===== src/rtl/ssr_pkg.sv =====
// Package: shared types for the column strobe sequencer.
// Assumes a 2-bit pixel-array mode code; only the stripe code selects
// simultaneous (group) stepping.
package ssr_pkg;

    typedef enum logic [1:0] {
        ARR_DELTA_ONE  = 2'b00,
        ARR_MOSAIC     = 2'b01,
        ARR_DELTA_TWO  = 2'b10,
        ARR_STRIPE     = 2'b11
    } array_mode_e;

    // Returns 1 when the array mode calls for group-wide simultaneous stepping.
    function automatic logic is_simultaneous(input logic [1:0] mode);
        return (mode == ARR_STRIPE);
    endfunction

endpackage


===== src/rtl/phase_edge_detect.sv =====
// Module: phase_edge_detect
// Detects rising edges on NPH level-sampled clock phase inputs.
// Assumes the phase inputs are synchronous to clk; a rise is flagged in the
// cycle in which an input is first seen high after being low.
module phase_edge_detect #(
    parameter int NPH = 3
) (
    input  logic           clk,
    input  logic           rst_n,
    input  logic [NPH-1:0] ph,
    output logic [NPH-1:0] rise
);

    logic [NPH-1:0] ph_q;

    // Remember each phase level from the previous cycle.
    always_ff @(posedge clk) begin
        if (!rst_n) ph_q <= '0;
        else        ph_q <= ph;
    end

    for (genvar k = 0; k < NPH; k++) begin : g_rise
        // Flag a low-to-high transition on phase k.
        assign rise[k] = ph[k] & ~ph_q[k];
    end

endmodule


===== src/rtl/start_capture.sv =====
// Module: start_capture
// Picks the start input on the entry side of the sweep and converts a held
// start pulse into a single load request on the first phase-1 rising edge.
// Assumes the start input is synchronous to clk.
module start_capture (
    input  logic clk,
    input  logic rst_n,
    input  logic rise1,
    input  logic dir_fwd,
    input  logic lo_start_in,
    input  logic hi_start_in,
    output logic load
);

    logic start_sel;
    logic taken_q;

    // Entry pin follows the direction; the other pin is ignored.
    assign start_sel = dir_fwd ? lo_start_in : hi_start_in;

    // Load only once per high period of the start pulse.
    assign load = rise1 & start_sel & ~taken_q;

    // Track whether the current start pulse has already been consumed.
    always_ff @(posedge clk) begin
        if (!rst_n)          taken_q <= 1'b0;
        else if (!start_sel) taken_q <= 1'b0;
        else if (rise1)      taken_q <= 1'b1;
    end

    AST_LOAD_ON_PH1: assert property (@(posedge clk) disable iff (!rst_n)
        load |-> rise1);

endmodule


===== src/rtl/strobe_chain.sv =====
// Module: strobe_chain
// N-stage strobe register that is seeded by a load and shifted on each step.
// The stride is GROUP columns in simultaneous stepping and one column
// otherwise, and the shift goes up or down with dir_fwd. The bit that leaves
// the far end is kept as the carry until the next step.
// Assumes N is a multiple of GROUP and N > GROUP.
module strobe_chain #(
    parameter int N     = 240,
    parameter int GROUP = 3
) (
    input  logic         clk,
    input  logic         rst_n,
    input  logic         step,
    input  logic         load,
    input  logic         dir_fwd,
    input  logic         simul,
    output logic [N-1:0] chain,
    output logic         carry
);

    localparam int LAST = N - 1;

    logic [N-1:0] chain_q;
    logic [N-1:0] nxt;
    logic         carry_q;

    for (genvar i = 0; i < N; i++) begin : g_stage
        logic up1, up3, dn1, dn3, seed;
        if (i >= 1)         begin : g_u1 assign up1 = chain_q[i-1];     end
        else                begin : g_u0 assign up1 = 1'b0;             end
        if (i >= GROUP)     begin : g_ug assign up3 = chain_q[i-GROUP]; end
        else                begin : g_uz assign up3 = 1'b0;             end
        if (i <= LAST - 1)  begin : g_d1 assign dn1 = chain_q[i+1];     end
        else                begin : g_d0 assign dn1 = 1'b0;             end
        if (i <= LAST - GROUP) begin : g_dg assign dn3 = chain_q[i+GROUP]; end
        else                begin : g_dz assign dn3 = 1'b0;             end
        // Seed pattern for this stage when a start pulse is loaded.
        assign seed = dir_fwd ? (simul ? (i < GROUP) : (i == 0))
                              : (simul ? (i > LAST - GROUP) : (i == LAST));
        // Next value: the seed on a load, otherwise the neighbour at the stride.
        assign nxt[i] = load ? seed
                             : (dir_fwd ? (simul ? up3 : up1)
                                        : (simul ? dn3 : dn1));
    end

    // Advance the chain and capture the bit leaving the far end.
    always_ff @(posedge clk) begin
        if (!rst_n) begin
            chain_q <= '0;
            carry_q <= 1'b0;
        end else if (step | load) begin
            chain_q <= nxt;
            carry_q <= dir_fwd ? chain_q[LAST] : chain_q[0];
        end
    end

    assign chain = chain_q;
    assign carry = carry_q;

    AST_STROBE_COUNT: assert property (@(posedge clk) disable iff (!rst_n)
        $countones(chain_q) <= GROUP);

    AST_HOLD_NO_STEP: assert property (@(posedge clk) disable iff (!rst_n)
        !(step | load) |=> $stable(chain_q));

    AST_CARRY_FROM_END: assert property (@(posedge clk) disable iff (!rst_n)
        $rose(carry_q) |-> $past(chain_q[LAST] | chain_q[0]));

endmodule


===== src/rtl/sample_strobe_shifter.sv =====
// Module: sample_strobe_shifter (top)
// Column strobe sequencer. It decodes the stepping scheme from the array
// mode, detects the phase edges, qualifies the start pulse on the entry
// side, and drives the strobe chain and the cascade output at the far end.
// Assumes all inputs are synchronous to clk.
module sample_strobe_shifter
    import ssr_pkg::*;
#(
    parameter int N_COLS = 240,
    parameter int GROUP  = 3
) (
    input  logic              clk,
    input  logic              rst_n,
    input  logic              ph1,
    input  logic              ph2,
    input  logic              ph3,
    input  logic              dir_fwd,
    input  logic [1:0]        array_mode,
    input  logic              lo_start_in,
    input  logic              hi_start_in,
    output logic              lo_carry_out,
    output logic              hi_carry_out,
    output logic [N_COLS-1:0] strobe
);

    localparam int NPH = 3;

    logic [NPH-1:0] rise;
    logic           simul;
    logic           step;
    logic           load;
    logic           carry;

    // Stepping scheme comes from the pixel-array mode.
    assign simul = is_simultaneous(array_mode);

    phase_edge_detect #(.NPH(NPH)) u_edges (
        .clk   (clk),
        .rst_n (rst_n),
        .ph    ({ph3, ph2, ph1}),
        .rise  (rise)
    );

    // Phase 1 alone steps in simultaneous mode; any phase steps otherwise.
    assign step = simul ? rise[0] : (|rise);

    start_capture u_start (
        .clk         (clk),
        .rst_n       (rst_n),
        .rise1       (rise[0]),
        .dir_fwd     (dir_fwd),
        .lo_start_in (lo_start_in),
        .hi_start_in (hi_start_in),
        .load        (load)
    );

    strobe_chain #(.N(N_COLS), .GROUP(GROUP)) u_chain (
        .clk     (clk),
        .rst_n   (rst_n),
        .step    (step),
        .load    (load),
        .dir_fwd (dir_fwd),
        .simul   (simul),
        .chain   (strobe),
        .carry   (carry)
    );

    // The cascade pulse leaves through the pin at the far end of the sweep.
    assign hi_carry_out = carry & dir_fwd;
    assign lo_carry_out = carry & ~dir_fwd;

endmodule


===== config.mk =====
export PLATFORM = sky130hd
export DESIGN_NAME = sample_strobe_shifter
export DESIGN_NICKNAME = d
export VERILOG_FILES = /design/src/rtl/ssr_pkg.sv /design/src/rtl/phase_edge_detect.sv /design/src/rtl/start_capture.sv /design/src/rtl/strobe_chain.sv /design/src/rtl/sample_strobe_shifter.sv
export SDC_FILE = /design/constraint.sdc
export NUM_CORES = 1
export LEC_CHECK = 0
export BUFFER_PORTS_ARGS = -buffer_cell sky130_fd_sc_hd__buf_2
export CORE_MARGIN = 3
export CORE_UTILIZATION = 40
export CTS_CLUSTER_DIAMETER = 60
export DETAILED_ROUTE_END_ITERATION = 7
export HOLD_SLACK_MARGIN = 0.03
export PLACE_DENSITY = 0.62
export SLEW_MARGIN = 20
export SYNTH_ARGS = -nofsm -noshare
export SYNTH_HDL_FRONTEND = slang
export SYNTH_SLANG_ARGS = --single-unit

===== constraint.sdc =====
create_clock -name clk -period 2.1 [get_ports clk]
set_input_delay 0.21 -clock clk [delete_from_list [all_inputs] [get_ports clk]]
set_output_delay 0.21 -clock clk [all_outputs]
set_load 0.02 [all_outputs]

==> results of run 1 <==
metal layers:
layer,vias to the layer above,GRT usage (%)
met5,-,0
met4,4,4.943
met3,55,3.073
met2,390,29.49
met1,5287,29.56
li1,4302,-
how the worst max path moves through the flow:
stage	depth (start not counted)	to	startpoint
after floorplan	6	u_chain.chain[100]	array_mode[0]
after detailed placement	6	u_chain.chain[121]	array_mode[0]
after CTS	5	hi_carry_out	dir_fwd
after global routing	6	u_chain.chain[39]	dir_fwd
after global placement	6	u_chain.chain[35]	array_mode[0]
final	5	hi_carry_out	dir_fwd
repair_timing:
item | CTS | global route
hold buffers | 5 | 0
setup buffers | 0 | 0
endpoints found under the setup margin | 0 | 0
hold endpoints to repair | 9 | 0
layout make-up:
| cell class | instances | area [um^2] | area share (%) |
|---|---|---|---|
| Tap cell | 435 | 544.3 | 3.346 |
| Inverter | 1 | 3.754 | 0.02308 |
| Clock buffer | 39 | 843.3 | 5.185 |
| Multi-Input combinational cell | 533 | 7750 | 47.65 |
| Sequential cell | 245 | 4905 | 30.16 |
| Clock inverter | 14 | 211.5 | 1.300 |
| Antenna cell | 1 | 2.502 | 0.01539 |
| Timing Repair Buffer | 306 | 2004 | 12.32 |
per-stage QoR:
stage                     total power [W]  utilization, %  worst slack, ns  std cells  hold WS (ns)
after detailed placement         0.005717           47.54           0.1764       1515        0.4493
after floorplan                  0.005418               -           0.2637        886        0.3317
final                             0.01111           51.02           0.2371       1574       0.05439
after global routing              0.01150           51.02           0.1597       1574       0.06940
after CTS                         0.01123           51.01           0.2259       1573       0.03880
after global placement           0.005715           47.54           0.2343       1515        0.4449
power by group through the flow:
| stage | combinational (W) | sequential, W | clock, W |
|---|---|---|---|
| 2_1_floorplan | 0.000627 | 0.00479 | 0 |
| 3_3_place_gp | 0.000929 | 0.00479 | 0 |
| 3_5_place_dp | 0.000930 | 0.00479 | 0 |
| 4_1_cts | 0.000939 | 0.00468 | 0.00561 |
| 5_1_grt | 0.00100 | 0.00468 | 0.00582 |
| 6_report | 0.000930 | 0.00468 | 0.00549 |
critical path: stages:
cell and delay (ns):
dlygate4sd3_1 0.58, buf_8 0.12, buf_12 0.37, and2_1 0.19
buf_2 0.16
sequential cells by signal, indices dropped and copies added, names as in the netlist:
name	count
u_chain.chain	240
u_edges.ph_q	3
u_chain.carry	1
u_start.taken_q	1
cells by family (layout without fill, tap and decap cells):
group,Yosys count,in the layout,share of synthesized area [%]
AND/OR/NAND/NOR,43,43,1.814
buffers and inverters,108,360,3.543
other,0,1,0
flip-flops,245,245,37.43
multiplexers,237,237,40.45
AO/OA/AOI/OAI,253,253,16.76
synthesized netlist by cell type:
library cell  count  area (um^2)
and2_1            6        37.54
o22ai_1           1        6.260
nor3_1            4        20.02
and3b_1           1        8.760
mux2i_1           3        30.03
a211oi_2          1        12.51
o32ai_1           1        8.760
clkbuf_1         56        210.2
a31oi_1           4        25.02
nor3b_1           1        7.510
a21oi_1           2        10.01
nor2_1            2        7.510
a211oi_1          1        7.510
nand3_1           7        35.03
a31o_2            1        8.760
dfxtp_1         245         4905
o221a_2           4        45.04
nand3b_1          4        30.03
nor2b_1           2        12.51
inv_1             1        3.750
nand2_1          10        37.54
o21ai_0           3        15.01
a22o_1          234         2049
buf_2            47        235.2
buf_1             4        15.01
and3_1            2        12.51
mux4_2          234         5270
nor3_2            1        10.01
nand2b_1          3        18.77
a21o_1            1        7.510
==> impl_metrics.yaml, run 1 <==
cts:
  cts_tree: "yes"
  clockBufferDepth: 3
  cts_buffers: 29
  htree_num_levels: 1
  clkSinkCount: 245
  path_clk_slew_ns: 0.05
  clk_latency_ns: 0.54
  postCtsResizedCells: 0
  cts_root_buf: "clkbuf_16"
worst_setup_path:
  rrSetupSlack_ns: 0.37
  cp_max_fo: 88
  endpoint_kind: "output pin"
  worstReg2RegEnd: "u_chain.chain[173]"
  worst_setup_path_start_kind: "input pin"
  r2r-start: "u_edges.ph_q[1]"
  required_ns: 1.89
  ff2ff_path_depth: 6
  critical_path_class: "in2out"
  cp.arrival_ns: 1.65
floorplanning:
  initial_core_util_pct: 41.10
  die-area_um2: 34960
  pin_count: 252
  coreArea_um2: 31880
  fp.dieH_um: 187.0
  rows: 65
  die_x_um: 187.0
yosys:
  synth.distinct_cells: 30
  synth_cells: 886
  avgSynthCellArea_um2: 14.79
  synth_warnings: 0
  syn-num-nets: 896
  ys_ff_latch: 245
  netlist_area_um2: 13100
  synth_seq_area_share_pct: 37.43
worst_hold_path:
  hold_class: "in2reg"
  hold_path_depth: 3
  holdCritStartpoint: "lo_start_in"
  min_to: "u_start.taken_q"
global_route:
  grt_first_pass_wirelength_mm: 57.21
  grtUsageTotal_pct: 19.52
  grt_max_degree: 89
  antenna_found_initial: 3
  grt_pass1_vias: 9523
  grt.overflow.total: 0
detailed_routing:
  dr.pass1.iters: 5
  top_layer: "met5"
  wl_mm: 35.22
  wire_per_inst_um: 22.37
  met2_length_mm: 16.69
  route.layer.met1.wl_mm: 15.53
  final_antenna_net_count: 0
  wl_met3_mm: 2.207
  first_iter_violations: 717
  vias_per_cell: 6.377
  drc: 0
  num_vias: 10040
job:
  maxCapViolCount: 0
pwr:
  p_switching_w: 0.002634
  pwr-share-seq_pct: 42.2
  p_leak_nw: 6.565
  p_clk_share_pct: 49.5
  power_per_cell_area_nw_per_um2: 682.9
  comb_power_share_pct: 8.4
  swShare_pct: 23.71
  p_int_w: 0.008473
  max-vdd-ir-drop_mv: 0.5424
place:
  placed_cell_area_um2: 15160
  gp_congestion: 0.7872
  port_buffers: 251
  dpl.hpwl_mm: 22.68
cells_and_area:
  drive_above_1_share_pct: 52.20
  fill_cells: 2765
  area_delta_synth_final_pct: 24.13
  layout_commonest_cell: "buf_2"
  nNetsFinal: 1126
  design_area_um2: 16260
  final_cell_mix: "buf_2, dfxtp_1, mux4_2, a22o_1, clkbuf_16"
outcome:
  status: "finished clean"
sta:
  setup_viol: 0
  finClkSkew_ns: 0.01299
  hold_violations: 0
  rsz0062_at_grt: "no"
  fmax_ghz: 0.5368
  finalWorstPathRequiredPeriod_ns: 1.863
  tns_ns: 0
  relSlewSlack_pct: 67.47
  tightest_slew_ns: 0.4880
  period_share_pct: 88.71
  report.final.slew_viol_count: 0
(Power assumes the default switching activity.)
==> run 2: changes to the inputs <==
--- a/config.mk
+++ b/config.mk
@@ -5,13 +5,16 @@
 export SDC_FILE = /design/constraint.sdc
 export NUM_CORES = 1
 export LEC_CHECK = 0
+export ABC_AREA = 1
 export BUFFER_PORTS_ARGS = -buffer_cell sky130_fd_sc_hd__buf_2
+export CORE_ASPECT_RATIO = 1.75
 export CORE_MARGIN = 3
 export CORE_UTILIZATION = 40
+export CTS_BUF_LIST = sky130_fd_sc_hd__clkbuf_8
 export CTS_CLUSTER_DIAMETER = 60
 export DETAILED_ROUTE_END_ITERATION = 7
 export HOLD_SLACK_MARGIN = 0.03
-export PLACE_DENSITY = 0.62
+export PLACE_DENSITY = 0.61
 export SLEW_MARGIN = 20
 export SYNTH_ARGS = -nofsm -noshare
 export SYNTH_HDL_FRONTEND = slang
==> impl_metrics.yaml, run 2 <==
outcome:
  status: "finished clean"
yosys:
  synth_top_area_cell: "dfxtp_1"
  syn-num-nets: 2800
  synth_top_area_share_pct: 30.67
  async_flop_share_pct: 0
  synth_warnings: 0
  synth.distinct_cells: 20
  synth_seq_area_share_pct: 30.67
  synth_common_cells: "nand2_1, nand3_1, dfxtp_1, a21oi_1, o21ai_0"
  netlist_area_um2: 15990
  synth_cells: 2790
  yosys_most_used_dff: "dfxtp_1"
  synth_edf_count: 0
  synth_most_common_cell: "nand2_1"
  avgSynthCellArea_um2: 5.733
  ys_top_cells_by_area: "dfxtp_1, nand2_1, nand3_1, a21oi_1, o21ai_0"
  ys_ff_latch: 245
detailed_routing:
  drc: 0
  wire_per_inst_um: 16.47
  final_antenna_net_count: 0
  wl_mm: 56.30
  dr.pass1.iters: 5
  vias_per_cell: 5.529
  first_iter_violations: 1219
  num_vias: 18900
pwr:
  p_total_w: 0.01376
  power_per_cell_area_nw_per_um2: 748.8
  p_clk_share_pct: 33.8
  p_switching_w: 0.005047
  p_int_w: 0.008716
  comb_power_share_pct: 26.8
  p_leak_nw: 9.620
  pwr-share-seq_pct: 39.5
  max-vdd-ir-drop_mv: 0.4436
  swShare_pct: 36.67
global_route:
  grt_util_met2_pct: 44.44
  grt_first_pass_wirelength_mm: 90.42
  grt_pass1_vias: 17890
  grtUsageTotal_pct: 25.41
  grt_util_met3_pct: 4.273
  grtUsageMet1_pct: 28.79
  gr-max-usage-layer: "met2"
  antenna_found_initial: 1
  grt.overflow.total: 0
  grt_max_degree: 126
cells_and_area:
  nNetsFinal: 2909
  layout_commonest_cell: "nand2_1"
  final_cell_mix: "nand2_1, nand3_1, buf_2, dfxtp_1, a21oi_1"
  largest_reg_flops: 240
  area_delta_synth_final_pct: 14.92
  drive_above_1_share_pct: 12.47
sta:
  report.final.slew_viol_count: 0
  tightest_slew_ns: 0.6831
  tns_ns: 0
  finalWorstPathRequiredPeriod_ns: 1.617
  period_share_pct: 76.99
  finClkSkew_ns: 0.01701
  fmax_ghz: 0.6185
  hold_violations: 0
  relSlewSlack_pct: 54.46
  setup_viol: 0
  rsz0062_at_grt: "no"
worst_setup_path:
  cp_max_fo: 104
  ff2ff_path_depth: 8
  endpoint_kind: "flop"
  cp.arrival_ns: 2.10
  worst_setup_path_start_kind: "flop"
  critical_path_class: "reg2reg"
  required_ns: 2.59
cts:
  cts_buffers: 43
  cts_root_buf: "clkbuf_8"
  clockBufferDepth: 3
  cts_tree: "yes"
  htree_num_levels: 2
  clk_latency_ns: 0.58
  path_clk_slew_ns: 0.06
  clkSinkCount: 245
  postCtsSetupRepairBufs: 0
worst_hold_path:
  hold_path_depth: 5
  hold_class: "in2reg"
floorplanning:
  rows: 96
  initial_core_util_pct: 40.60
  coreArea_um2: 39400
  fp.dieH_um: 270.5
  die_x_um: 157.2
  pin_count: 252
  die-area_um2: 42510
place:
  dpl.hpwl_mm: 35.58
  gp_congestion: 0.8943
  port_buffers: 251
job:
  maxCapViolCount: 0
run 2: through the flow:
step	setup slack (ns)	hold WS, ns	util [%]	instances	area [um^2]
4_1_cts	0.4730	0.03880	46.65	3417	18380
5_1_grt	0.3458	0.1294	46.65	3418	18380
3_3_place_gp	0.4479	0.4070	44.31	3339	17460
3_5_place_dp	0.4416	0.4142	44.31	3339	17460
6_report	0.4832	0.08694	46.65	3418	18380
2_1_floorplan	0.8912	0.3035	-	2790	15990
run 2: repair_timing:
action,CTS,global route
gates resized for setup,0,0
hold buffers,5,0
hold endpoints to repair,18,0
run 2: path summary, 6_finish.rpt:
kind	start	endpoint	slack [ns]
setup / recovery	u_edges.ph_q[1]	u_chain.chain[175]	0.48
hold / removal	lo_start_in	u_start.taken_q	0.09
setup reg to reg	u_edges.ph_q[1]	u_chain.chain[175]	0.48
hold reg to reg	u_chain.chain[196]	u_chain.chain[196]	0.47
run 2: cells by family after synthesis:
group	count (synthesis)	synth area share (%)
AO/OA/AOI/OAI	439	13.82
buffers and inverters	414	11.44
flip-flops	245	30.67
AND/OR/NAND/NOR	1692	44.08
run 2: area by class of cell:
class | count | area [um^2]
Antenna cell | 1 | 2.502
Clock buffer | 53 | 729.5
Clock inverter | 20 | 140.1
Fill cell | 4294 | 21020
Inverter | 183 | 696.9
Multi-Input combinational cell | 2131 | 9290
Sequential cell | 245 | 4905
Tap cell | 490 | 613.1
Timing Repair Buffer | 295 | 2003
run 2: metal layers:
layer	vias up	part of all wire, %
met5	-	0
met4	0	5.4
met3	179	6.4
met2	728	50
met1	8698	38
li1	9294	-
run 2: power groups by stage:
| stage | combinational, W | sequential (W) | clock (W) |
|---|---|---|---|
| 2_1_floorplan | 0.00221 | 0.00583 | 0 |
| 3_3_place_gp | 0.00365 | 0.00552 | 0 |
| 3_5_place_dp | 0.00368 | 0.00553 | 0 |
| 4_1_cts | 0.00370 | 0.00543 | 0.00478 |
| 5_1_grt | 0.00412 | 0.00548 | 0.00497 |
| 6_report | 0.00368 | 0.00543 | 0.00465 |
run 2: critical path, stage by stage, from the launching register on:
cell and delay (ns):
dfxtp_1 0.30, inv_1 0.04, nand2_1 0.04, nand2_1 0.19, nand2_2 0.13, nand2_8 0.12, buf_12 0.32, o21ai_0 0.13
a21oi_1 0.15
